File: config.mk
export PLATFORM = sky130hd
export DESIGN_NAME = ssp_fifo_ctrl
export DESIGN_NICKNAME = d
export VERILOG_FILES = /design/src/rtl/sfc_pkg.sv /design/src/rtl/sfc_fifo.sv /design/src/rtl/sfc_sticky.sv /design/src/rtl/sfc_thr_req.sv /design/src/rtl/ssp_fifo_ctrl.sv
export SDC_FILE = /design/constraint.sdc
export NUM_CORES = 1
export LEC_CHECK = 0
export BUFFER_PORTS_ARGS = -buffer_cell sky130_fd_sc_hd__buf_2
export CELL_PAD_IN_SITES_DETAIL_PLACEMENT = 2
export CELL_PAD_IN_SITES_GLOBAL_PLACEMENT = 2
export CORE_ASPECT_RATIO = 1.2
export CORE_MARGIN = 3
export CORE_UTILIZATION = 46
export CTS_BUF_LIST = sky130_fd_sc_hd__clkbuf_4 sky130_fd_sc_hd__clkbuf_8
export DETAILED_ROUTE_END_ITERATION = 6
export PLACE_DENSITY_LB_ADDON = 0.1
export SLEW_MARGIN = 20
export SYNTH_ARGS = -nofsm -noshare
export SYNTH_HDL_FRONTEND = slang
export SYNTH_SLANG_ARGS = --single-unit
File: constraint.sdc
create_clock -name clk -period 2.8 [get_ports clk]
set_input_delay 0.28 -clock clk [delete_from_list [all_inputs] [get_ports clk]]
set_output_delay 0.28 -clock clk [all_outputs]
set_load 0.01 [all_outputs]
File: src/rtl/sfc_pkg.sv
package sfc_pkg;

  // Transmit side wants service while occupancy is at or below field + 1.
  function automatic logic tx_low(input logic [31:0] level, input logic [31:0] field);
    return level <= (field + 32'd1);
  endfunction

  // Receive side wants service while occupancy is at or above field + 1.
  function automatic logic rx_high(input logic [31:0] level, input logic [31:0] field);
    return level >= (field + 32'd1);
  endfunction

endpackage

File: src/rtl/sfc_fifo.sv
module sfc_fifo #(
  parameter int W     = 32,
  parameter int DEPTH = 16,
  localparam int AW   = $clog2(DEPTH),
  localparam int CW   = AW + 1
) (
  input  logic          clk,
  input  logic          rst_n,
  input  logic          flush,
  input  logic          push,
  input  logic [W-1:0]  din,
  input  logic          pop,
  output logic [W-1:0]  head,
  output logic [CW-1:0] level,
  output logic          full,
  output logic          empty,
  output logic          push_ok,
  output logic          pop_ok
);

  logic [W-1:0]  mem [DEPTH];
  logic [AW-1:0] wptr, rptr;

  assign full    = (level == CW'(DEPTH));
  assign empty   = (level == '0);
  assign push_ok = push && !full && !flush;
  assign pop_ok  = pop && !empty && !flush;
  assign head    = mem[rptr];

  always_ff @(posedge clk) begin
    if (push_ok) mem[wptr] <= din;
  end

  always_ff @(posedge clk) begin
    if (!rst_n || flush) begin
      wptr  <= '0;
      rptr  <= '0;
      level <= '0;
    end else begin
      if (push_ok) wptr <= wptr + AW'(1);
      if (pop_ok)  rptr <= rptr + AW'(1);
      case ({push_ok, pop_ok})
        2'b10:   level <= level + CW'(1);
        2'b01:   level <= level - CW'(1);
        default: level <= level;
      endcase
    end
  end

endmodule

File: src/rtl/sfc_sticky.sv
module sfc_sticky (
  input  logic clk,
  input  logic rst_n,
  input  logic set,
  input  logic clr,
  output logic flag
);

  // A new event outranks a clear arriving in the same cycle.
  always_ff @(posedge clk) begin
    if (!rst_n)   flag <= 1'b0;
    else if (set) flag <= 1'b1;
    else if (clr) flag <= 1'b0;
  end

endmodule

File: src/rtl/sfc_thr_req.sv
module sfc_thr_req #(
  parameter int THR_W = 4,
  parameter int CNT_W = 5
) (
  input  logic             en,
  input  logic [CNT_W-1:0] tx_level,
  input  logic [CNT_W-1:0] rx_level,
  input  logic [THR_W-1:0] tx_thr,
  input  logic [THR_W-1:0] rx_thr,
  output logic             tx_req,
  output logic             rx_req
);
  import sfc_pkg::*;

  assign tx_req = en && tx_low(32'(tx_level), 32'(tx_thr));
  assign rx_req = en && rx_high(32'(rx_level), 32'(rx_thr));

endmodule

File: src/rtl/ssp_fifo_ctrl.sv
module ssp_fifo_ctrl #(
  parameter int SAMPLE_W   = 32,
  parameter int FIFO_DEPTH = 16,
  localparam int THR_W     = $clog2(FIFO_DEPTH),
  localparam int CNT_W     = THR_W + 1
) (
  input  logic                clk,
  input  logic                rst_n,
  input  logic                port_en,
  input  logic [THR_W-1:0]    tx_thr,
  input  logic [THR_W-1:0]    rx_thr,
  input  logic                bus_wr,
  input  logic [SAMPLE_W-1:0] bus_wdata,
  input  logic                bus_rd,
  output logic [SAMPLE_W-1:0] bus_rdata,
  input  logic                clr_ovr,
  input  logic                clr_udr,
  output logic [CNT_W-1:0]    tx_level,
  output logic [CNT_W-1:0]    rx_level,
  output logic                tx_full,
  output logic                tx_empty,
  output logic                rx_full,
  output logic                rx_empty,
  output logic                ovr_flag,
  output logic                udr_flag,
  output logic                tx_req,
  output logic                rx_req,
  input  logic                ser_tx_pop,
  output logic [SAMPLE_W-1:0] ser_tx_data,
  input  logic                ser_rx_push,
  input  logic [SAMPLE_W-1:0] ser_rx_data
);

  // Named internal events, visible to the bound checker.
  logic                flush;
  logic                tx_push_ok, tx_pop_ok, rx_push_ok, rx_pop_ok;
  logic                ovr_event, udr_event;
  logic [SAMPLE_W-1:0] tx_head, rx_head;
  logic [SAMPLE_W-1:0] last_rd, last_tx;

  assign flush     = !port_en;
  assign ovr_event = port_en && ser_rx_push && rx_full;
  assign udr_event = port_en && ser_tx_pop && tx_empty;

  sfc_fifo #(.W(SAMPLE_W), .DEPTH(FIFO_DEPTH)) u_tx_fifo (
    .clk(clk), .rst_n(rst_n), .flush(flush),
    .push(bus_wr), .din(bus_wdata), .pop(ser_tx_pop),
    .head(tx_head), .level(tx_level), .full(tx_full), .empty(tx_empty),
    .push_ok(tx_push_ok), .pop_ok(tx_pop_ok)
  );

  sfc_fifo #(.W(SAMPLE_W), .DEPTH(FIFO_DEPTH)) u_rx_fifo (
    .clk(clk), .rst_n(rst_n), .flush(flush),
    .push(ser_rx_push), .din(ser_rx_data), .pop(bus_rd),
    .head(rx_head), .level(rx_level), .full(rx_full), .empty(rx_empty),
    .push_ok(rx_push_ok), .pop_ok(rx_pop_ok)
  );

  // Last sample delivered on each side, replayed when its queue runs dry.
  always_ff @(posedge clk) begin
    if (!rst_n) begin
      last_rd <= '0;
      last_tx <= '0;
    end else begin
      if (rx_pop_ok) last_rd <= rx_head;
      if (tx_pop_ok) last_tx <= tx_head;
    end
  end

  assign bus_rdata   = rx_empty ? last_rd : rx_head;
  assign ser_tx_data = tx_empty ? last_tx : tx_head;

  sfc_sticky u_ovr (
    .clk(clk), .rst_n(rst_n), .set(ovr_event), .clr(clr_ovr), .flag(ovr_flag)
  );

  sfc_sticky u_udr (
    .clk(clk), .rst_n(rst_n), .set(udr_event), .clr(clr_udr), .flag(udr_flag)
  );

  sfc_thr_req #(.THR_W(THR_W), .CNT_W(CNT_W)) u_req (
    .en(port_en), .tx_level(tx_level), .rx_level(rx_level),
    .tx_thr(tx_thr), .rx_thr(rx_thr), .tx_req(tx_req), .rx_req(rx_req)
  );

endmodule

-- After elaboration in Yosys (flattened, before gate mapping)
Memories as Yosys holds them, arrays and structs flattened. A register that Yosys moved wholly into a read port is not among the register bits.
Index checks and enable logic that the tools add are counted.
- register bits: 92
- bits in writable memories: 1024
- input port bits: 81
- logic and storage cells: 73
- memories: 2
- add/subtract/negate cells: 10
- $lt $le $gt $ge: 2
- eq/ne operators: 6
- muxes and demuxes: 16
- reductions and logical operators: 27
- memory list (name ; depth ; bits a word ; rd ports ; clocked after memory_dff ; wr ports ; RTL line ; source):
    u_rx_fifo.mem ; 16 ; 32 ; 1 ; 1 ; 1 ; sfc_fifo.sv:21 ; logic [W-1:0] mem [DEPTH];
    u_tx_fifo.mem ; 16 ; 32 ; 1 ; 1 ; 1 ; sfc_fifo.sv:21 ;
- operator list (operator ; number):
    32-bit two-way mux ; 2
    5-bit by 32-bit greater-or-equal comparator with 1-bit output ; 1
    5-bit by 32-bit less-or-equal comparator with 1-bit output ; 1
    5-bit case mux with 2 select lines ; 2
    4-bit by 1-bit adder with 4-bit output (second input constant) ; 4
    4-bit two-way mux ; 4
    1-bit logical AND ; 14
    4-bit by 1-bit adder with 5-bit output (second input constant) ; 2
    5-bit by 1-bit adder with 5-bit output (second input constant) ; 2
    5-bit == test (second input constant) ; 2
    5-bit logical NOT ; 2
    5-bit by 1-bit subtractor with 5-bit output (second input constant) ; 2
    1-bit two-way mux ; 8
    2-bit nonzero test ; 4
    1-bit logical NOT ; 6
    2-bit by 1-bit == test with 1-bit output (second input constant) ; 2
    2-bit == test (second input constant) ; 2
    1-bit logical OR ; 1

-- Depth between registers and ports, before layout
Gate-level depths: netlist of the first run.
- depth in word-level cells: 6
- mapped depth: 15
- gate-level depth less buffers: 11

-- Modules after synthesis
A second synthesis of the first run with hierarchy kept.
- cells, all modules: 2078
- area total of the unflattened synthesis: 44478.9 um^2
- modules (own cells, without submodules) (module ; times used ; cells an instance ; area an instance (um^2) ; sequential area each (um^2)):
    sfc_fifo (u_rx_fifo) ; 1 ; 840 ; 20398.3 ; 15715.1
    sfc_fifo (u_tx_fifo) ; 1 ; 909 ; 20124.3 ; 15715.1
    ssp_fifo_ctrl ; 1 ; 282 ; 3563.4 ; 1281.2
    sfc_thr_req ; 1 ; 41 ; 310.3 ; 0.0
    sfc_sticky ; 2 ; 3 ; 41.3 ; 20.0

-- Least setup slack after synthesis of the first run
Ideal clock, no wire load.
- path kind: register -> register
- start: register u_rx_fifo.level[1]
- end: register u_rx_fifo.level[4]
- setup time: 0.070 ns
- arrival: 2.985 ns
- path slack: -0.255 ns
- stages on the path, launching flop included: 16
- path buffers: 4
- path through: dfxtp_1 buf_6 nor4_1 nand2b_1 buf_2 buf_2 and3_1 ha_1 clkbuf_1 xor2_1 ha_1 a21oi_1 a32o_1 a21oi_1 or3_1 a21oi_1
- cells in the longest elaborated chain, start to end: 6
- ends and longest elaborated chain (item ; RTL line ; source):
    from (decl) ; sfc_fifo.sv:14 ; output logic [CW-1:0] level,
    from (signal assigned) ; sfc_fifo.sv:43 ; 2'b10: level <= level + CW'(1);
    from (signal assigned) ; sfc_fifo.sv:44 ; 2'b01: level <= level - CW'(1);
    from (signal assigned) ; sfc_fifo.sv:45 ; default: level <= level;
    5-bit == test or 5-bit logical NOT (tied branches) ; sfc_fifo.sv:24, sfc_fifo.sv:25 ;
    1-bit logical NOT (on tied branches) ; sfc_fifo.sv:26, sfc_fifo.sv:27 ;
    1-bit logical AND (on tied branches) (2 in a row) ; sfc_fifo.sv:26, sfc_fifo.sv:27 ;
    2-bit by 1-bit == test with 1-bit output or 2-bit == test (tied branches) ; sfc_fifo.sv:42 ; case ({push_ok, pop_ok})
    5-bit case mux with 2 select lines or 2-bit nonzero test (tied branches) ; n/a ;
Several ways; a longest one is shown, not always the timed one.
A chain may end at the register's enable or synchronous reset.

==> flow_summary_export.csv, run 1 <==
group,metric,value,unit
synth,yosys.area.top_type,"edfxtp_1",
synth,yosys_warnings,0,
global_route,gr-usage-met2,48.6,%
clock_tree,cts_root_buf,"clkbuf_8",
synth,ys_types,49,
setup_path,worstPathArrival,2.99,ns
sta,min_period_over_period,117,%
synth,ys_seq_area_share,72.3,%
power,vdd_drop_max,0.520,mV
hold_path,min_to,"u_rx_fifo.wptr[3]",
power,p_comb_share,3.3,%
final_layout,seq_area,32800,um^2
floorplan,die_w,292,um
drt,routed_via_density,5.88,
power,p_sw,7.59,mW
setup_path,r2r-end,"u_tx_fifo.level[4]",
sta,grt_setup_unrepaired,"yes",
setup_path,start_kind,"flip-flop",
power,seqPwrFrac,53.5,%
floorplan,core_area,97300,um^2
clock_tree,numClockSinks,1124,
sta,slew_viol_final,0,
setup_path,crit_type,"reg2out",
power,p_leak,18.3,nW
global_route,antenna_found_initial,10,
drt,postRouteAntennaNets,0,
sta,fin_crit,3.27,ns
sta,hold_viol_final,0,
setup_path,crit_path_frequent_cell,"buf_12",
placement,io_buffer_count,162,
final_layout,nNetsFinal,2842,
floorplan,num_io_pins,163,
placement,dpl-instance-area,48500,um^2
hold_path,hold_depth,7,
clock_tree,clkSlewWorstSetupHoldPaths,0.07,ns
synth,ys_seq_elements,1124,
setup_path,slowest_stage,"mux4_2",
global_route,grt.met1_usage,31.8,%
sta,fmax,0.306,GHz
synth,synth_area,45300,um^2
sta,fin_ws,-0.473,ns
synth,synth.avg_cell_area,20.1,um^2
clock_tree,clockBufferDepth,3,
status,status,"finished with violations",
synth,synth_nets,2365,
final_layout,syn_to_final_growth,21.0,%
final_layout,fillCellCount,8128,
drt,wl,134,mm
final_layout,fin_area,54800,um^2
floorplan,dieArea,102000,um^2
clock_tree,cts_tree,"yes",
drt,wl_per_cell,32.2,um
setup_path,worstRegToRegCells,11,
setup_path,crit_fanout,5,
global_route,use_met3,4.60,%
setup_path,r2r_start,"u_tx_fifo.level[1]",
clock_tree,clock_latency,0.87,ns
power,power.share.clock,43.3,%
final_layout,multi_input_area,12100,um^2
drt,vias,24500,
final_layout,drive_gt1_share,40.4,%
synth,ys_top_cells_by_area,"edfxtp_1 (68%), mux4_1 (8.1%), mux4_2 (5.8%)",
global_route,first_global_vias,27500,
sta,slew_headroom,40.6,%
synth,netlist_instances,2256,
power,internal_power,26.8,mW
global_route,grt_remaining_overflow,0,
hold_path,hp-class,"in2reg",
drt,drt_iter0_drc,2102,
setup_path,cp_cell_sequence,"buf_12 -> buf_12 -> buf_16 -> mux4_2 -> mux2_4 -> mux2i_4 -> a21oi_2 -> buf_2",
setup_path,worstSetupEndpointType,"primary output",
clock_tree,cts_buffers,179,
placement,dp_hpwl,71.8,mm
sta,setup_violations,64,
setup_path,critical-path-max-stage-delay,0.52,ns
status,violations,"setup timing",
sta,skew,0.0476,ns
clock_tree,cts_max_level,4,
global_route,grt_pass1_wl,194,mm
floorplan,initial_core_util,46.6,%
drt,drtPass1Iterations,5,
placement,place_congestion,0.732,
global_route,grtUsageTotal,26.5,%
floorplan,die_h,350,um
hold_path,holdCritStartpoint,"ser_rx_push",
setup_path,worstPathRequired,2.52,ns
power,finalPower,34.4,mW
synth,synth_top_cell_area_share,67.9,%
global_route,grt_max_degree,70,
sta,worstMarginPinSlew,0.891,ns
global_route,top_usage_layer,"met2",
drt,drc,0,
power,netSwitchingFraction,22.1,%
setup_path,rrSetupSlack,0.29,ns
floorplan,row_count,125,
flow_run,drv_cap,0,
power,powerDensity,628,nW/um^2
## cell usage after synthesis, drive strengths merged
master	instances
a211oi	1
a21boi	1
a21o	2
a21oi	48
a22oi	66
a31oi	3
a32o	2
a32oi	1
and2	31
and3	3
and4	5
buf	85
clkbuf	41
dfxtp	100
edfxtp	1024
ha	28
inv	19
mux2	128
mux2i	68
mux4	256
nand2	170
nand2b	5
nand3	8
nand4	5
nor2	64
nor2b	2
nor3	3
nor3b	2
nor4	3
nor4b	2
o21a	1
o21ai	41
o22ai	5
or2	2
or3	5
or4	1
xnor2	9
xor2	16
## layer usage
layer	vias up	share of wire, %
met5	-	0.025
met4	6	2.9
met3	257	4.7
met2	861	54
met1	13200	38
li1	10200	-
## what timing repair did
action,in CTS,in global routing
endpoints found under the setup margin,68,68
endpoints found under the hold margin,1036,0
setup buffers,32,27
resized for setup,256,136
pin swaps,20,35
gates cloned,23,2
hold buffers,72,0
## area by class of cell
class	instances	area share, %
Antenna cell	5	0.0228
Clock buffer	268	5.98
Clock inverter	69	0.936
Inverter	19	0.130
Multi-Input combinational cell	987	22.0
Sequential cell	1124	59.8
Tap cell	1270	2.90
Timing Repair Buffer	422	8.18
## registers in the layout (all words and copies together) (netlist names), 4 cells and up, named ones only
| register | cells |
|---|---|
| last_rd | 32 |
| last_tx | 32 |
| u_rx_fifo.level | 5 |
| u_rx_fifo.mem | 512 |
| u_rx_fifo.rptr | 4 |
| u_rx_fifo.wptr | 4 |
| u_tx_fifo.level | 5 |
| u_tx_fifo.mem | 512 |
| u_tx_fifo.rptr | 4 |
| u_tx_fifo.wptr | 4 |
## cells in the final DEF, fill, tap and decap left out, types with 31 or more instances in the layout
cell              n
buf_4            80
dlygate4sd3_1    72
buf_2           157
clkbuf_4         66
mux4_1           35
nor2_1           62
mux2_2           32
mux2_4           96
mux2i_1          34
edfxtp_1       1024
buf_12           64
buf_16           31
clkbuf_8        202
dfxtp_1          89
nand2_1         169
a22oi_1          44
mux4_2          221
## cell families (layout without fill, tap and decap cells)
| group | Yosys count | after routing | share of synthesized area, % |
|---|---|---|---|
| AOI/OAI and AO/OA | 171 | 171 | 2.65 |
| muxes | 452 | 452 | 18.6 |
| xor gates and xnor gates | 25 | 25 | 0.483 |
| and+or+nand+nor | 311 | 311 | 3.12 |
| adders and majority gates | 28 | 28 | 0.773 |
| buffers and inverters | 145 | 778 | 2.11 |
| DFF | 1124 | 1124 | 72.3 |
| other | 0 | 5 | 0 |
## worst max-delay path: cells and delay by family (launching register included)
kind	cells	cell delay [ns]
muxes	3	0.99
AOI/OAI and AO/OA	1	0.09
DFF	1	0.39
buffers and inverters	4	0.63
## metrics by stage
stage               TNS [ns]  hold WS (ns)  utilization [%]  instances  worst slack, ns
floorplan                  0         0.379                -       2256          0.00146
global placement           0         0.424             49.8       3668            0.217
detailed placement         0         0.433             49.8       3668           0.0665
CTS                   -31.13        0.0397             55.8       4132           -0.561
global route          -33.94         0.160             56.3       4162           -0.591
finish                -25.47         0.182             56.3       4164           -0.473
## how the worst max path moves through the flow
stage / from / endpoint / slack [ns] / cells past startpoint
after floorplan: u_rx_fifo.level[0] / u_rx_fifo.level[4] / 0.001 / 14
after global routing: flip-flop / bus_rdata[12] / -0.59 / 8
after CTS: flip-flop / bus_rdata[21] / -0.56 / 8
after detailed placement: u_tx_fifo.level[0] / u_tx_fifo.level[4] / 0.07 / 11
after global placement: u_tx_fifo.level[0] / u_tx_fifo.level[4] / 0.22 / 11
final: flip-flop / bus_rdata[15] / -0.47 / 8
## power groups by stage
| stage | Clock (mW) | Combinational [mW] | Sequential (mW) |
|---|---|---|---|
| 2_1_floorplan | 0 | 0.376 | 18.7 |
| 3_3_place_gp | 0 | 0.827 | 18.7 |
| 3_5_place_dp | 0 | 0.902 | 18.7 |
| 4_1_cts | 15.1 | 1.07 | 18.4 |
| 5_1_grt | 16.0 | 1.22 | 18.4 |
| 6_report | 14.9 | 1.12 | 18.4 |
Power figures use the tool's default switching activity.
==> run 2, diff against run 1 <==
CORE_ASPECT_RATIO = 0.9   (was 1.2)
==> flow_summary_export.csv, run 2 (synthesized netlist as in run 1, its figures left out) <==
group,metric,value,unit
floorplan,row_count,108,
hold_path,min_to,"u_tx_fifo.wptr[1]",
drt,routed_via_density,6.16,
clock_tree,cts_tree,"yes",
final_layout,fillCellCount,8098,
global_route,grt_max_degree,49,
sta,fin_tns_setup,-31.14,ns
sta,fin_crit,3.44,ns
drt,postRouteAntennaNets,0,
drt,wl_per_cell,36.2,um
placement,dp_worst_setup_slack,0.0444,ns
floorplan,initial_core_util,46.7,%
final_layout,final_common_cell,"edfxtp_1",
drt,drc,0,
clock_tree,clock_latency,0.90,ns
final_layout,multi_input_area,12100,um^2
final_layout,final_cell_mix,"edfxtp_1 (1024), mux4_2 (214), clkbuf_8 (193)",
sta,setup_violations,64,
setup_path,worstSetupEndpointType,"primary output",
setup_path,worstPathArrival,3.16,ns
power,vdd_drop_max,0.446,mV
sta,slew_viol_final,0,
power,powerDensity,630,nW/um^2
clock_tree,numClockSinks,1124,
setup_path,critical-path-max-stage-delay,0.64,ns
setup_path,critPathTopFamily,"multiplexers",
placement,place_congestion,0.741,
final_layout,reg.largest.list,"u_rx_fifo.mem: 512 flops, u_tx_fifo.mem: 512 flops",
final_layout,fin_area,54600,um^2
drt,drt_iter0_drc,2851,
clock_tree,cts_buffers,180,
setup_path,crit_fanout,11,
placement,dp_hpwl,70.3,mm
sta,worst_hold_slack,0.0507,ns
drt,wl,151,mm
setup_path,cp_num_cells,7,
sta,fmax,0.291,GHz
drt,vias,25700,
global_route,grt_pass1_wl,206,mm
floorplan,die_h,304,um
power,finalPower,34.4,mW
flow_run,drv_cap,0,
final_layout,nNetsFinal,2858,
setup_path,start_kind,"flip-flop",
floorplan,dieArea,102000,um^2
clock_tree,clkSlewWorstSetupHoldPaths,0.07,ns
global_route,grtUsageTotal,28.2,%
setup_path,worstPathRequired,2.52,ns
placement,io_buffer_count,162,
clock_tree,clockBufferDepth,3,
status,status,"finished with violations",
drt,drtPass1Iterations,5,
status,violations,"setup timing",
setup_path,r2r-end,"u_rx_fifo.mem[10][5]",
floorplan,num_io_pins,163,
setup_path,worstRegToRegCells,7,
final_layout,syn_to_final_growth,20.5,%
global_route,first_global_vias,28300,
setup_path,cp.buffers_inverters,3,
setup_path,slowest_stage,"mux4_1",
final_layout,drive_gt1_share,39.6,%
power,p_leak,18.3,nW
global_route,antenna_found_initial,11,
floorplan,core_area,97000,um^2
placement,dpl-instance-area,48100,um^2
setup_path,cp_cell_sequence,"buf_12 -> buf_16 -> mux4_1 -> mux2_2 -> mux2i_1 -> a21oi_1 -> buf_2",
sta,grt_setup_unrepaired,"yes",
clock_tree,cts_max_level,4,
sta,fin_ws,-0.637,ns
setup_path,crit_type,"reg2out",
setup_path,r2r_start,"u_rx_fifo.level[2]",
sta,hold_viol_final,0,
sta,worstMarginPinSlew,1.08,ns
clock_tree,cts_root_buf,"clkbuf_8",
setup_path,rrSetupSlack,0.22,ns
final_layout,seq_area,32800,um^2
sta,min_period_over_period,123,%
sta,skew,0.0838,ns
global_route,grt_remaining_overflow,0,
hold_path,hp-class,"in2reg",
hold_path,holdCritStartpoint,"bus_wr",
sta,slew_headroom,28.0,%
hold_path,hold_depth,5,
floorplan,die_w,337,um
run 2: changes by cell type in the layout (fill, tap and decap cells not counted), moves of 9 or more:
cell      previous run  this run
clkbuf_8           202       193
a21oi_2             22        10
buf_6               13        25
buf_4               80       107
a21oi_1             23        35
mux2i_2             21        12
buf_2              157       148
buf_12              64        50
run 2: area by class of cell:
| class | count | share of cell area [%] |
|---|---|---|
| Antenna cell | 11 | 0.0504 |
| Clock buffer | 259 | 5.77 |
| Clock inverter | 69 | 0.786 |
| Inverter | 19 | 0.131 |
| Multi-Input combinational cell | 987 | 22.1 |
| Sequential cell | 1124 | 60.0 |
| Tap cell | 1265 | 2.90 |
| Timing Repair Buffer | 437 | 8.21 |
run 2: through the flow:
stage,utilization [%],cells
finish,56.3,4171
global route,56.3,4163
CTS,55.4,4108
detailed placement,49.6,3648
global placement,49.6,3648
floorplan,-,2256
run 2: worst max-delay path by stage:
stage | start | end | slack [ns]
floorplan | u_rx_fifo.level[0] | u_rx_fifo.level[4] | 0.001
global placement | u_tx_fifo.level[0] | u_tx_fifo.level[4] | 0.22
detailed placement | u_tx_fifo.level[0] | u_tx_fifo.level[4] | 0.04
CTS | flip-flop | bus_rdata[20] | -0.62
global route | flip-flop | bus_rdata[30] | -0.72
finish | flip-flop | bus_rdata[31] | -0.64
run 2: routing by layer:
layer | GRT usage [%] | routed length [um] | vias to the layer above
met4 | 8.91 | 3840 | 0
met5 | 0 | 0 | -
met2 | 46.7 | 77200 | 1241
met1 | 38.0 | 60500 | 14000
li1 | - | - | 10200
met3 | 5.43 | 9610 | 245
run 2: timing repair:
item | CTS | global route
hold buffers | 71 | 0
setup endpoints to repair | 68 | 70
cloned | 23 | 7
resized for setup | 237 | 173
setup buffers | 38 | 55
pin swaps | 15 | 35
hold endpoints to repair | 1035 | 0
run 2: report_power, final:
group | internal [mW] | switching [mW] | total [mW] | leakage, nW
registers | 18.4 | 0.0432 | 18.4 | 10.0
logic | 0.439 | 0.759 | 1.20 | 6.35
clock network | 7.47 | 7.31 | 14.8 | 1.91
total | 26.3 | 8.11 | 34.4 | 18.3
run 2: worst reg2reg max path: stages, from the launching register on:
cell	delay [ns]
dfxtp_1	0.38
nor4_4	0.08
a21oi_1	0.27
buf_4	0.24
nand2_1	0.08
nor2_1	0.28
and2_2	0.21
buf_4	0.63
==> run 3, diff against run 2 <==
CORE_UTILIZATION = 41   (was 46)
==> flow_summary_export.csv, run 3 (synthesized netlist as in run 1, its figures left out) <==
group,metric,value,unit
sta,hold_viol_final,0,
sta,worst_hold_slack,0.237,ns
setup_path,worstPathRequired,2.52,ns
placement,dpl-instance-area,48600,um^2
final_layout,syn_to_final_growth,21.0,%
drt,wl_per_cell,29.5,um
floorplan,row_count,115,
clock_tree,cts_buffers,185,
floorplan,die_w,356,um
placement,dp_hpwl,68.9,mm
drt,drt_iter0_drc,1994,
placement,dp_worst_setup_slack,0.229,ns
sta,skew,0.0345,ns
drt,vias,24300,
drt,postRouteAntennaNets,0,
drt,drtPass1Iterations,5,
setup_path,crit_type,"reg2out",
sta,fin_ws,-0.435,ns
power,powerDensity,628,nW/um^2
sta,min_period_over_period,116,%
power,finalPower,34.4,mW
clock_tree,clockBufferDepth,3,
final_layout,fillCellCount,9626,
placement,dp_cells,3864,
clock_tree,cts_tree,"yes",
global_route,antenna_found_initial,6,
global_route,grtUsageTotal,22.6,%
drt,wl,129,mm
final_layout,multi_input_area,12000,um^2
final_layout,fin_cells,4372,
setup_path,critical-path-max-stage-delay,0.49,ns
placement,place_congestion,0.717,
sta,setup_violations,64,
final_layout,drive_gt1_share,39.0,%
placement,io_buffer_count,162,
final_layout,nNetsFinal,2853,
final_layout,final_common_cell,"edfxtp_1",
final_layout,reg.largest.list,"u_rx_fifo.mem: 512 flops, u_tx_fifo.mem: 512 flops",
setup_path,crit_fanout,6,
flow_run,drv_cap,0,
clock_tree,cts_root_buf,"clkbuf_8",
sta,fmax,0.309,GHz
final_layout,final_cell_mix,"edfxtp_1 (1024), clkbuf_8 (219), mux4_2 (202)",
power,vdd_drop_max,0.542,mV
status,status,"finished with violations",
global_route,first_global_vias,27000,
global_route,grt_max_degree,70,
sta,fin_tns_setup,-22.39,ns
final_layout,fin_area,54800,um^2
final_layout,fin_util,50.1,%
clock_tree,cts_max_level,4,
hold_path,hp-class,"in2reg",
setup_path,worstSetupEndpointType,"primary output",
setup_path,worstPathArrival,2.96,ns
floorplan,dieArea,115000,um^2
sta,worstMarginPinSlew,0.788,ns
floorplan,initial_core_util,41.4,%
sta,slew_viol_final,0,
floorplan,die_h,321,um
power,p_leak,18.3,nW
sta,slew_headroom,47.5,%
clock_tree,clock_latency,0.87,ns
drt,routed_via_density,5.55,
clock_tree,clkSlewWorstSetupHoldPaths,0.07,ns
global_route,grt_pass1_wl,186,mm
global_route,grt_remaining_overflow,0,
setup_path,crit_path_frequent_cell,"buf_12",
status,violations,"setup timing",
floorplan,core_area,109000,um^2
drt,drc,0,
sta,fin_crit,3.24,ns
setup_path,slowest_stage,"mux4_2",
final_layout,seq_area,32800,um^2
setup_path,start_kind,"flip-flop",
floorplan,num_io_pins,163,
setup_path,cp_cell_sequence,"buf_12 -> buf_16 -> buf_12 -> mux4_2 -> mux2_4 -> mux2i_2 -> o21ai_2 -> buf_2",
clock_tree,numClockSinks,1124,
sta,grt_setup_unrepaired,"yes",
==> run 3: cell count changes in the layout (fill, tap and decap cells not counted), moves of 5 or more <==
cell      previous run  this run
mux2_2              32        45
mux4_1              42        54
mux2i_2             12        17
buf_6               25        13
mux2i_4             16         7
clkbuf_8           193       219
clkbuf_4            66        49
buf_2              148       155
a21oi_2             10        15
mux4_2             214       202
mux2_4              96        83
==> run 3: power breakdown <==
part | switching, mW | internal (mW)
clock | 6.80 | 8.17
combinational | 0.674 | 0.410
sequential | 0.0320 | 18.4
total | 7.50 | 26.9
==> run 3: per-layer routing <==
layer  global-route usage, %  routed length (um)  share of wire, %  vias up
met3                    4.25                6740               5.2      207
met5                       0                   7            0.0054        -
met2                    36.0               61800                48      721
met4                    6.57                2980               2.3        2
met1                    31.7               57600                45    13100
li1                        -                   -                 -    10200
==> run 3: timing repair <==
item,CTS,global route
endpoints found under the setup margin,67,65
buffers inserted,38,26
pin swaps,24,23
hold buffers,73,0
gates resized for setup,233,98
gates cloned,16,6
endpoints found under the hold margin,1041,0
==> run 3: cell type report <==
class	instances	share of cell area (%)
Antenna cell	7	0.0320
Clock buffer	268	6.17
Clock inverter	78	0.936
Inverter	19	0.130
Multi-Input combinational cell	987	21.8
Sequential cell	1124	59.8
Tap cell	1462	3.34
Timing Repair Buffer	427	7.80
==> run 3: critical path, delay by kind of cell, from the launching register on <==
family,cells,cell delay [ns]
AO/OA/AOI/OAI,1,0.12
buffers and inverters,4,0.62
flip-flops,1,0.39
multiplexers,3,0.97
==> run 3: final timing paths <==
kind,cells past startpoint,start,slack [ns],endpoint
worst max register to register,11,u_rx_fifo.level[0],0.22,u_rx_fifo.level[4]
worst min-delay path,6,ser_tx_pop,0.24,flip-flop
worst max-delay path,8,flip-flop,-0.44,ser_tx_data[1]
worst min register to register,2,last_rd[25],0.44,last_rd[25]
